$ cat config.mk
export PLATFORM = sky130hd
export DESIGN_NAME = i2c_cmd_slave
export DESIGN_NICKNAME = d
export VERILOG_FILES = /design/src/rtl/i2c_cs_pkg.sv /design/src/rtl/i2c_cs_line_sync.sv /design/src/rtl/i2c_cs_shreg.sv /design/src/rtl/i2c_cs_ctrl.sv /design/src/rtl/i2c_cmd_slave.sv
export SDC_FILE = /design/constraint.sdc
export NUM_CORES = 1
export LEC_CHECK = 0
export ABC_AREA = 1
export BUFFER_PORTS_ARGS = -buffer_cell sky130_fd_sc_hd__buf_2
export CORE_UTILIZATION = 58
export CTS_BUF_LIST = sky130_fd_sc_hd__clkbuf_8
export DETAILED_ROUTE_END_ITERATION = 6
export GPL_TIMING_DRIVEN = 0
export HOLD_SLACK_MARGIN = 0.02
export PLACE_DENSITY = 0.81
export REMOVE_ABC_BUFFERS = 1
export SETUP_SLACK_MARGIN = 0.15
export SLEW_MARGIN = 20
export SYNTH_ARGS = -nofsm -noshare
export SYNTH_HDL_FRONTEND = slang
export SYNTH_SLANG_ARGS = --single-unit
$ cat constraint.sdc
create_clock -name clk -period 3.25 [get_ports clk]
set_clock_uncertainty 0.05 [all_clocks]
set_input_delay 0.325 -clock clk [delete_from_list [all_inputs] [get_ports clk]]
set_output_delay 0.325 -clock clk [all_outputs]
set_load 0.05 [all_outputs]
$ cat src/rtl/i2c_cs_pkg.sv
package i2c_cs_pkg;

    typedef enum logic [2:0] {
        MODE_START = 3'd0,
        MODE_TX    = 3'd2,
        MODE_RX    = 3'd3,
        MODE_ACK   = 3'd4,
        MODE_NAK   = 3'd5
    } cmd_mode_e;

    typedef enum logic [2:0] {
        ST_START     = 3'd0,
        ST_NAK_RX    = 3'd1,
        ST_TX_EMPTY  = 3'd2,
        ST_RX_FULL   = 3'd3,
        ST_STOP      = 3'd5,
        ST_ACK_SENT  = 3'd6
    } stat_e;

    typedef enum logic [2:0] {
        PH_IDLE,
        PH_WAIT_START,
        PH_RX,
        PH_TX,
        PH_TX_ACK,
        PH_ACK_BIT
    } phase_e;

    // synchronized view of one bus line
    typedef struct packed {
        logic level;
        logic rise;
        logic fall;
    } line_ev_t;

    // codes that need an armed bus (start already seen)
    function automatic logic is_bus_mode(input logic [2:0] m);
        return (m == MODE_TX) || (m == MODE_RX) || (m == MODE_ACK) || (m == MODE_NAK);
    endfunction

    // acknowledge slot result: low level means acknowledged
    function automatic stat_e ack_status(input logic sda_level);
        return sda_level ? ST_NAK_RX : ST_TX_EMPTY;
    endfunction

endpackage

$ cat src/rtl/i2c_cs_line_sync.sv
module i2c_cs_line_sync
    import i2c_cs_pkg::*;
#(
    parameter int STAGES = 2
) (
    input  logic     clk,
    input  logic     rst,
    input  logic     pin_i,
    output line_ev_t ev_o
);

    logic [STAGES-1:0] chain;
    logic              prev;

    // idle bus level is high, so reset to 1 to avoid a false edge
    generate
        if (STAGES == 1) begin : g_single
            always_ff @(posedge clk) begin
                if (rst) chain <= '1;
                else     chain <= pin_i;
            end
        end else begin : g_multi
            always_ff @(posedge clk) begin
                if (rst) chain <= '1;
                else     chain <= {chain[STAGES-2:0], pin_i};
            end
        end
    endgenerate

    always_ff @(posedge clk) begin
        if (rst) prev <= 1'b1;
        else     prev <= chain[STAGES-1];
    end

    assign ev_o.level = chain[STAGES-1];
    assign ev_o.rise  = chain[STAGES-1] & ~prev;
    assign ev_o.fall  = ~chain[STAGES-1] & prev;

endmodule

$ cat src/rtl/i2c_cs_shreg.sv
module i2c_cs_shreg #(
    parameter int DATA_W = 8
) (
    input  logic              clk,
    input  logic              rst,
    input  logic              load_i,
    input  logic [DATA_W-1:0] load_val_i,
    input  logic              shift_i,
    input  logic              bit_i,
    output logic [DATA_W-1:0] value_o
);

    always_ff @(posedge clk) begin
        if (rst)          value_o <= '0;
        else if (load_i)  value_o <= load_val_i;
        else if (shift_i) value_o <= {value_o[DATA_W-2:0], bit_i};
    end

endmodule

$ cat src/rtl/i2c_cs_ctrl.sv
module i2c_cs_ctrl
    import i2c_cs_pkg::*;
#(
    parameter int DATA_W = 8
) (
    input  logic              clk,
    input  logic              rst,
    input  line_ev_t          scl_i,
    input  line_ev_t          sda_i,
    input  logic [2:0]        mode_i,
    input  logic              trig_i,
    input  logic [DATA_W-1:0] tx_byte_i,
    input  logic              irq_clr_i,
    input  logic [DATA_W-1:0] sh_value_i,
    output logic              sh_load_o,
    output logic [DATA_W-1:0] sh_load_val_o,
    output logic              sh_shift_o,
    output logic              sh_bit_o,
    output logic              busy_o,
    output logic [2:0]        status_o,
    output logic [DATA_W-1:0] rx_byte_o,
    output logic              irq_o,
    output logic              sda_oe_o,
    output logic              armed_o
);

    localparam int CNT_W = (DATA_W > 2) ? $clog2(DATA_W) : 1;
    localparam logic [CNT_W-1:0] LAST = CNT_W'(DATA_W - 1);

    phase_e          ph;
    stat_e           status;
    logic [CNT_W-1:0] cnt;
    logic            got_low;
    logic            got_rise;
    logic            drive_low;

    logic            start_det;
    logic            stop_det;
    logic            accept;
    logic            fin;
    stat_e           fin_st;
    logic            rx_load;

    assign start_det = scl_i.level & sda_i.fall;
    assign stop_det  = scl_i.level & sda_i.rise;
    assign accept    = (mode_i == MODE_START) || (armed_o && is_bus_mode(mode_i));

    // completion decision
    always_comb begin
        fin     = 1'b0;
        fin_st  = ST_START;
        rx_load = 1'b0;
        unique case (ph)
            PH_WAIT_START: begin
                if (start_det) fin = 1'b1;
            end
            PH_RX, PH_TX, PH_TX_ACK, PH_ACK_BIT: begin
                if (start_det) begin
                    fin    = 1'b1;
                    fin_st = ST_START;
                end else if (stop_det) begin
                    fin    = 1'b1;
                    fin_st = ST_STOP;
                end else if (ph == PH_RX) begin
                    if (scl_i.rise && cnt == LAST) begin
                        fin     = 1'b1;
                        fin_st  = ST_RX_FULL;
                        rx_load = 1'b1;
                    end
                end else if (ph == PH_TX_ACK) begin
                    if (scl_i.rise) begin
                        fin    = 1'b1;
                        fin_st = ack_status(sda_i.level);
                    end
                end else if (ph == PH_ACK_BIT) begin
                    if (got_low && got_rise && scl_i.fall) begin
                        fin    = 1'b1;
                        fin_st = ST_ACK_SENT;
                    end
                end
            end
            default: ;
        endcase
    end

    // shift register control
    always_comb begin
        sh_load_o     = 1'b0;
        sh_load_val_o = tx_byte_i;
        sh_shift_o    = 1'b0;
        sh_bit_o      = 1'b0;
        if (ph == PH_IDLE && trig_i && accept && mode_i == MODE_TX)
            sh_load_o = 1'b1;
        if (ph == PH_RX && !start_det && !stop_det && scl_i.rise) begin
            sh_shift_o = 1'b1;
            sh_bit_o   = sda_i.level;
        end
        if (ph == PH_TX && !start_det && !stop_det && got_low && got_rise && scl_i.fall)
            sh_shift_o = 1'b1;
    end

    always_ff @(posedge clk) begin
        if (rst) begin
            ph        <= PH_IDLE;
            status    <= ST_START;
            cnt       <= '0;
            got_low   <= 1'b0;
            got_rise  <= 1'b0;
            drive_low <= 1'b0;
            busy_o    <= 1'b0;
            irq_o     <= 1'b0;
            sda_oe_o  <= 1'b0;
            armed_o   <= 1'b0;
            rx_byte_o <= '0;
        end else begin
            if (start_det)     armed_o <= 1'b1;
            else if (stop_det) armed_o <= 1'b0;

            if (irq_clr_i) irq_o <= 1'b0;

            if (fin) begin
                ph       <= PH_IDLE;
                busy_o   <= 1'b0;
                status   <= fin_st;
                irq_o    <= 1'b1;
                sda_oe_o <= 1'b0;
                if (rx_load) rx_byte_o <= {sh_value_i[DATA_W-2:0], sda_i.level};
            end else begin
                unique case (ph)
                    PH_IDLE: begin
                        if (trig_i && accept) begin
                            busy_o    <= 1'b1;
                            cnt       <= '0;
                            got_low   <= 1'b0;
                            got_rise  <= 1'b0;
                            drive_low <= (mode_i == MODE_ACK);
                            unique case (mode_i)
                                MODE_START: ph <= PH_WAIT_START;
                                MODE_RX:    ph <= PH_RX;
                                MODE_TX:    ph <= PH_TX;
                                default:    ph <= PH_ACK_BIT;
                            endcase
                        end
                    end
                    PH_RX: begin
                        if (scl_i.rise) cnt <= cnt + 1'b1;
                    end
                    PH_TX: begin
                        if (!got_low) begin
                            if (!scl_i.level) begin
                                got_low  <= 1'b1;
                                sda_oe_o <= ~sh_value_i[DATA_W-1];
                            end
                        end else begin
                            if (scl_i.rise) got_rise <= 1'b1;
                            if (scl_i.fall && got_rise) begin
                                got_rise <= 1'b0;
                                if (cnt == LAST) begin
                                    sda_oe_o <= 1'b0;
                                    ph       <= PH_TX_ACK;
                                end else begin
                                    cnt      <= cnt + 1'b1;
                                    sda_oe_o <= ~sh_value_i[DATA_W-2];
                                end
                            end
                        end
                    end
                    PH_ACK_BIT: begin
                        if (!got_low) begin
                            if (!scl_i.level) begin
                                got_low  <= 1'b1;
                                sda_oe_o <= drive_low;
                            end
                        end else if (scl_i.rise) begin
                            got_rise <= 1'b1;
                        end
                    end
                    default: ;
                endcase
            end
        end
    end

    assign status_o = status;

endmodule

$ cat src/rtl/i2c_cmd_slave.sv
module i2c_cmd_slave
    import i2c_cs_pkg::*;
#(
    parameter int DATA_W      = 8,
    parameter int SYNC_STAGES = 2
) (
    input  logic              clk,
    input  logic              rst,
    input  logic              scl_i,
    input  logic              sda_i,
    output logic              sda_oe_o,
    input  logic [2:0]        mode_i,
    input  logic              trig_i,
    input  logic [DATA_W-1:0] tx_byte_i,
    input  logic              irq_clr_i,
    output logic              busy_o,
    output logic [2:0]        status_o,
    output logic [DATA_W-1:0] rx_byte_o,
    output logic              irq_o
);

    line_ev_t          scl_ev;
    line_ev_t          sda_ev;
    logic              sh_load;
    logic [DATA_W-1:0] sh_load_val;
    logic              sh_shift;
    logic              sh_bit;
    logic [DATA_W-1:0] sh_value;
    logic              armed;

    i2c_cs_line_sync #(.STAGES(SYNC_STAGES)) u_scl_sync (
        .clk   (clk),
        .rst   (rst),
        .pin_i (scl_i),
        .ev_o  (scl_ev)
    );

    i2c_cs_line_sync #(.STAGES(SYNC_STAGES)) u_sda_sync (
        .clk   (clk),
        .rst   (rst),
        .pin_i (sda_i),
        .ev_o  (sda_ev)
    );

    i2c_cs_shreg #(.DATA_W(DATA_W)) u_shreg (
        .clk        (clk),
        .rst        (rst),
        .load_i     (sh_load),
        .load_val_i (sh_load_val),
        .shift_i    (sh_shift),
        .bit_i      (sh_bit),
        .value_o    (sh_value)
    );

    i2c_cs_ctrl #(.DATA_W(DATA_W)) u_ctrl (
        .clk           (clk),
        .rst           (rst),
        .scl_i         (scl_ev),
        .sda_i         (sda_ev),
        .mode_i        (mode_i),
        .trig_i        (trig_i),
        .tx_byte_i     (tx_byte_i),
        .irq_clr_i     (irq_clr_i),
        .sh_value_i    (sh_value),
        .sh_load_o     (sh_load),
        .sh_load_val_o (sh_load_val),
        .sh_shift_o    (sh_shift),
        .sh_bit_o      (sh_bit),
        .busy_o        (busy_o),
        .status_o      (status_o),
        .rx_byte_o     (rx_byte_o),
        .irq_o         (irq_o),
        .sda_oe_o      (sda_oe_o),
        .armed_o       (armed)
    );

endmodule

# Word-level counts from Yosys, hierarchy flattened
# Cells that the tools add are included.
# word_totals
word_cells	157
register_bits	38
output_inout_bits	14
# op_classes
addsub	1
bitwise_logic	13
muxes	62
n_eq_ne	21
reduce_logical	44
# op_table
op	n
3-bit two-way mux	17
1-bit two-way mux	34
3-bit case mux with 3 select lines	2
1-bit logical AND	17
8-bit two-way mux	2
3-bit equality test, second input constant	5
5-bit AND reduction	3
3-bit by 2-bit equality test with 1-bit output, second input constant	4
2-bit nonzero test	6
2-bit inequality test, second input constant	5
2-bit by 1-bit inequality test with 1-bit output, second input constant	4
1-bit NOT	7
7-bit AND reduction	1
1-bit bitwise AND	6
3-bit logical NOT	2
1-bit case mux with 2 select lines	3
3-bit case mux with 2 select lines	1
3-bit AND reduction	2
3-bit nonzero test	2
1-bit logical OR	4
2-bit two-way mux	2
2-bit AND reduction	2
2-bit OR reduction	2
4-bit OR reduction	1
other kinds (6)	7

# Depth between registers and ports, before layout
# logic_depth
ltp_word	12
depth_mapped	12
mapped_depth_nobuf	12

# Cells and area by module
# From an unflattened synthesis, not the netlist that was laid out.
# unflattened
cells_unflattened	292
hier_area_um2	1958.1
# modules_own_cells
mod	seq_area_each_um2	cells_per_inst	n_inst	area_each_um2
i2c_cs_ctrl	480.5	201	1	1336.3
i2c_cs_shreg	160.2	63	1	411.6
i2c_cs_line_sync	60.1	14	2	105.1

# Worst setup path before layout
# OpenSTA, ideal clock, no wires.
# synth_path
path_type	register to register
start	register u_ctrl.cnt[0]
end	register u_ctrl.rx_byte_o[3]
t_arrival_ns	1.383
synth_period_minus_slack_ns	1.552
setup_ns	0.119
path_stages_with_launch	9
slack_ns	1.698
cell_sequence	dfxtp_1 > ha_1 > ha_1 > nand3_1 > nor2_2 > nand3_1 > buf_2 > o21ai_0 > a21oi_1
# synth_between
elab_chain_cells	8
elab_cells_between_ends	12
# synth_lines
item	line	rtl
start: declaration	i2c_cs_ctrl.sv:32	logic [CNT_W-1:0] cnt;
start signal: assignment	i2c_cs_ctrl.sv:146	if (scl_i.rise) cnt <= cnt + 1'b1;
start signal: assignment	i2c_cs_ctrl.sv:162	cnt <= cnt + 1'b1;
3-bit equality test (*)	i2c_cs_ctrl.sv:65	if (scl_i.rise && cnt == LAST) begin
1-bit logical AND (*)	i2c_cs_ctrl.sv:65	
1-bit two-way mux (*)	i2c_cs_ctrl.sv:65	
1-bit two-way mux	i2c_cs_ctrl.sv:64	end else if (ph == PH_RX) begin
1-bit two-way mux	i2c_cs_ctrl.sv:61	end else if (stop_det) begin
1-bit two-way mux	i2c_cs_ctrl.sv:58	if (start_det) begin
1-bit case mux with 2 select lines or 1-bit two-way mux (tied branches)	i2c_cs_ctrl.sv:53	unique case (ph)
2-bit AND reduction (no source line) (*)	-	
end signal: assignment	i2c_cs_ctrl.sv:127	if (rx_load) rx_byte_o <= {sh_value_i[DATA_W-2:0], sda_i.level};
end: declaration	i2c_cs_ctrl.sv:21	output logic [DATA_W-1:0] rx_byte_o,
# Every way passes the cells marked *; elsewhere a longest branch is shown, timed or not.
# A chain may end at the register's enable or synchronous reset.

# Worst setup path in the final report
# Same ends and word-level chain as after synthesis.

==> flow_summary.rst <==
.. list-table::
   :header-rows: 1

   * - Metric
     - Value
   * - Worst hold stages
     - 2
   * - Final period utilization
     - 0.615
   * - Mapped cell area
     - 0.00197 mm²
   * - Initial antenna violation count
     - 0
   * - Grt ovf
     - 0
   * - DP HPWL
     - 2940 µm
   * - Via count of the routed design
     - 1810
   * - Sequential-to-total area share from yosys stat
     - 0.387
   * - Number of distinct library cells after synthesis
     - 28
   * - Clock H-tree levels
     - 2
   * - Layout cells sized above 1
     - 0.239
   * - Total die area
     - between 0.003 and 0.004 mm²
   * - Number of global-route vias before repair
     - ~1600
   * - Wirelength, routed
     - 4070 µm
   * - Final weighted congestion of routability-driven global placement
     - 0.870
   * - Least setup slack across all paths after layout
     - 1250 ps
   * - CTS sink count
     - 38
   * - CP max FO
     - 16
   * - Starting DRT DRC Count
     - 84
   * - Top-level I/O count
     - 31
   * - VDD IR-drop max
     - between 0.5 and 0.6 mV
   * - Final design utilization
     - 0.727
   * - Result of the run
     - finished, final reports clean
   * - Post-CTS Hold Buffers
     - 0
   * - Slew headroom
     - 0.561
   * - Largest buffer count on any clock path
     - 2
   * - Endpoint of the worst hold-timing path
     - u_scl_sync.chain[0]$_SDFF_PP1_
   * - Leakage power of the design
     - approximately 1.1 nW
   * - Reg2reg end
     - u_ctrl.rx_byte_o[3]$_SDFFE_PP0P_
   * - TritonCTS clock tree
     - yes
   * - Via density
     - 5.06
   * - Endpoint arrival time on the critical path
     - roughly 2100 ps
   * - TritonCTS buffer count
     - 5
   * - Reg2reg setup slack
     - around 1300 ps
   * - Sort of element at the end of the critical path
     - flip-flop
   * - Number of cell instances on the worst register-to-register path
     - 7
   * - Path category of the worst min-delay check
     - in2reg
   * - Vertical extent of the die
     - around 60 µm
   * - Setup-failing EPs final
     - 0
   * - Die Span X
     - about 60 µm
   * - Max-cap violations
     - 0
   * - Max Clk Rate
     - 500 MHz
   * - Beginning of the worst register-to-register path
     - u_ctrl.cnt[0]$_SDFFE_PP0P_
   * - Worst slack on hold paths
     - around 160 ps
   * - Layout overhead on the synthesized area
     - 15.7%
   * - First-pass GRT wire length
     - between 6000 and 7000 µm
   * - # Post-CTS Setup Buffers
     - 0
   * - Antenna fix cells
     - 0
   * - Actual transition at the worst max-transition pin
     - between 600 and 700 ps
   * - Hold Vio Cnt, Final
     - 0
   * - Crit path launch type
     - flip-flop
   * - Register bit total from synthesis
     - 38
   * - Worst hold path startpoint
     - scl_i
   * - Pin count of the biggest net entering global routing
     - 25
   * - Total negative slack for setup checks
     - 0 ps
   * - Detailed-routing iteration count for the pre-antenna-repair pass
     - 4
   * - Number of remaining DRC errors
     - 0
   * - Average instance area after synthesis
     - 6.97 µm²
   * - Required arrival time at the worst endpoint
     - 3370 ps
   * - Resized cells post-CTS
     - 0
   * - Total Routing Usage GR
     - 0.256
   * - Number of nets in the layout
     - 332
   * - Final Max Tran Viols
     - 0
   * - Number of port buffers
     - 30
   * - Unrepaired setup endpoints after global routing
     - no
   * - Number of warnings reported in the yosys synthesis log
     - 0
   * - Critical Setup Path Class
     - reg2reg
   * - Area taken by multi-input logic gates
     - 0.00102 mm²
   * - Post-Place Setup Slack
     - 1280 ps
   * - Storage element area
     - approximately 760 µm²
   * - Routed WL per cell
     - 11.4 µm
   * - Root Buffer Master
     - sky130_fd_sc_hd__clkbuf_8
   * - Placeable Area
     - 0.00313 mm²
   * - Post-Synthesis Cells
     - 282
   * - Power density over the cells
     - roughly 640 mW/mm²
   * - Clock transition at path regs
     - ~80 ps
   * - Clock latency of the later-clocked register in the worst-skew pair
     - 300 ps
   * - Fillers
     - 276
   * - Standard-cell rows
     - 20
   * - Min cycle time layout
     - 2000 ps
   * - Initial cell density of the core
     - 0.628
   * - Detail Route Antenna Nets
     - 0
## routing by layer
metal,up-vias,track usage,share of wire
met2,38,0.403,0.48
met1,809,0.316,0.46
li1,958,-,-
met3,5,0.0996,0.046
met5,-,0,0
met4,0,0.0864,0.010
## Yosys cell counts (all sizes together)
library cell,count,area (µm²)
nand2,70,285
nor2,45,226
inv,39,146
dfxtp,38,761
o21ai,26,130
nand3,21,143
a21oi,19,95.1
or2,5,31.3
buf,4,32.5
nand4,3,18.8
o211ai,3,27.5
clkbuf,2,7.51
ha,2,25.0
nor3,2,15.0
a211oi,1,7.51
a31oi,1,6.26
nand3b,1,7.51
## critical path, cell delays in order (launching register included)
cell and delay, ps:
sky130_fd_sc_hd__dfxtp_1 370, sky130_fd_sc_hd__ha_1 160, sky130_fd_sc_hd__ha_1 210, sky130_fd_sc_hd__nand3_1 100
sky130_fd_sc_hd__nor2_2 180, sky130_fd_sc_hd__nand3_1 390, sky130_fd_sc_hd__o21ai_0 350, sky130_fd_sc_hd__a21oi_1 60
## layout make-up
type                    instances  area share
clock buffers                   6      0.0363
clock inverters                 2      0.0264
inverters                      39      0.0644
multi-input cells             199       0.448
flip-flops and latches         38       0.335
well taps                      44      0.0242
repair buffers                 30      0.0660
## through the flow
stage | total power, mW | instances | area [µm²]
2_1_floorplan | 0.879 | 276 | 1930
3_3_place_gp | 0.945 | 350 | 2130
3_5_place_dp | 0.958 | 350 | 2130
4_1_cts | 1.46 | 358 | 2270
5_1_grt | 1.54 | 358 | 2270
6_report | 1.45 | 358 | 2270
## sequential cells by signal, summed over array words and instances (netlist names), 2 cells and up
signal / flops
u_ctrl.cnt: 3
u_ctrl.ph: 3
u_ctrl.rx_byte_o: 8
u_ctrl.status_o: 3
u_scl_sync.chain: 2
u_sda_sync.chain: 2
u_shreg.value_o: 8
## where the power goes
part | internal [mW] | switching [mW]
logic | 0.140 | 0.277
clock network | 0.327 | 0.168
registers | 0.502 | 0.0344
## worst max-delay path by stage
stage	startpoint	end	slack (ps)	cells past startpoint
floorplan	u_ctrl.cnt[0]$_SDFFE_PP0P_	u_ctrl.rx_byte_o[0]$_SDFFE_PP0P_	1640	7
CTS	u_ctrl.cnt[0]$_SDFFE_PP0P_	u_ctrl.rx_byte_o[3]$_SDFFE_PP0P_	1240	7
finish	u_ctrl.cnt[0]$_SDFFE_PP0P_	u_ctrl.rx_byte_o[3]$_SDFFE_PP0P_	1250	7
global route	u_ctrl.cnt[0]$_SDFFE_PP0P_	u_ctrl.rx_byte_o[4]$_SDFFE_PP0P_	1070	7
global placement	u_ctrl.cnt[0]$_SDFFE_PP0P_	u_ctrl.rx_byte_o[3]$_SDFFE_PP0P_	1340	7
detailed placement	u_ctrl.cnt[0]$_SDFFE_PP0P_	u_ctrl.rx_byte_o[1]$_SDFFE_PP0P_	1280	7
## kinds of logic (layout without fill, tap and decap cells)
group                    after synthesis  after routing  share of synthesized area
AND/OR/NAND/NOR                      147            147                      0.370
adder cells (fa/ha/maj)                2              2                     0.0127
buffers and inverters                 45             77                     0.0948
flip-flops                            38             38                      0.387
AO/OA/AOI/OAI                         50             50                      0.136
## cell usage in the layout, fill, tap and decap left out, types with 2 or more instances in the layout
cell                        instances
sky130_fd_sc_hd__o211ai_1           2
sky130_fd_sc_hd__a21oi_1           19
sky130_fd_sc_hd__clkbuf_8           6
sky130_fd_sc_hd__nand2_4            2
sky130_fd_sc_hd__o21ai_0           22
sky130_fd_sc_hd__dfxtp_1           38
sky130_fd_sc_hd__nor2_4             6
sky130_fd_sc_hd__nand3_1           15
sky130_fd_sc_hd__nor2_1            34
sky130_fd_sc_hd__inv_1             31
sky130_fd_sc_hd__nand2_2            3
sky130_fd_sc_hd__nand4_1            3
sky130_fd_sc_hd__bufinv_16          2
sky130_fd_sc_hd__inv_2              8
sky130_fd_sc_hd__nor2_2             5
sky130_fd_sc_hd__or2_2              5
sky130_fd_sc_hd__buf_2             30
sky130_fd_sc_hd__ha_1               2
sky130_fd_sc_hd__nand3_2            5
sky130_fd_sc_hd__nand2_1           65
sky130_fd_sc_hd__o21ai_1            4
Note: power is estimated with default switching activity, not from simulation.
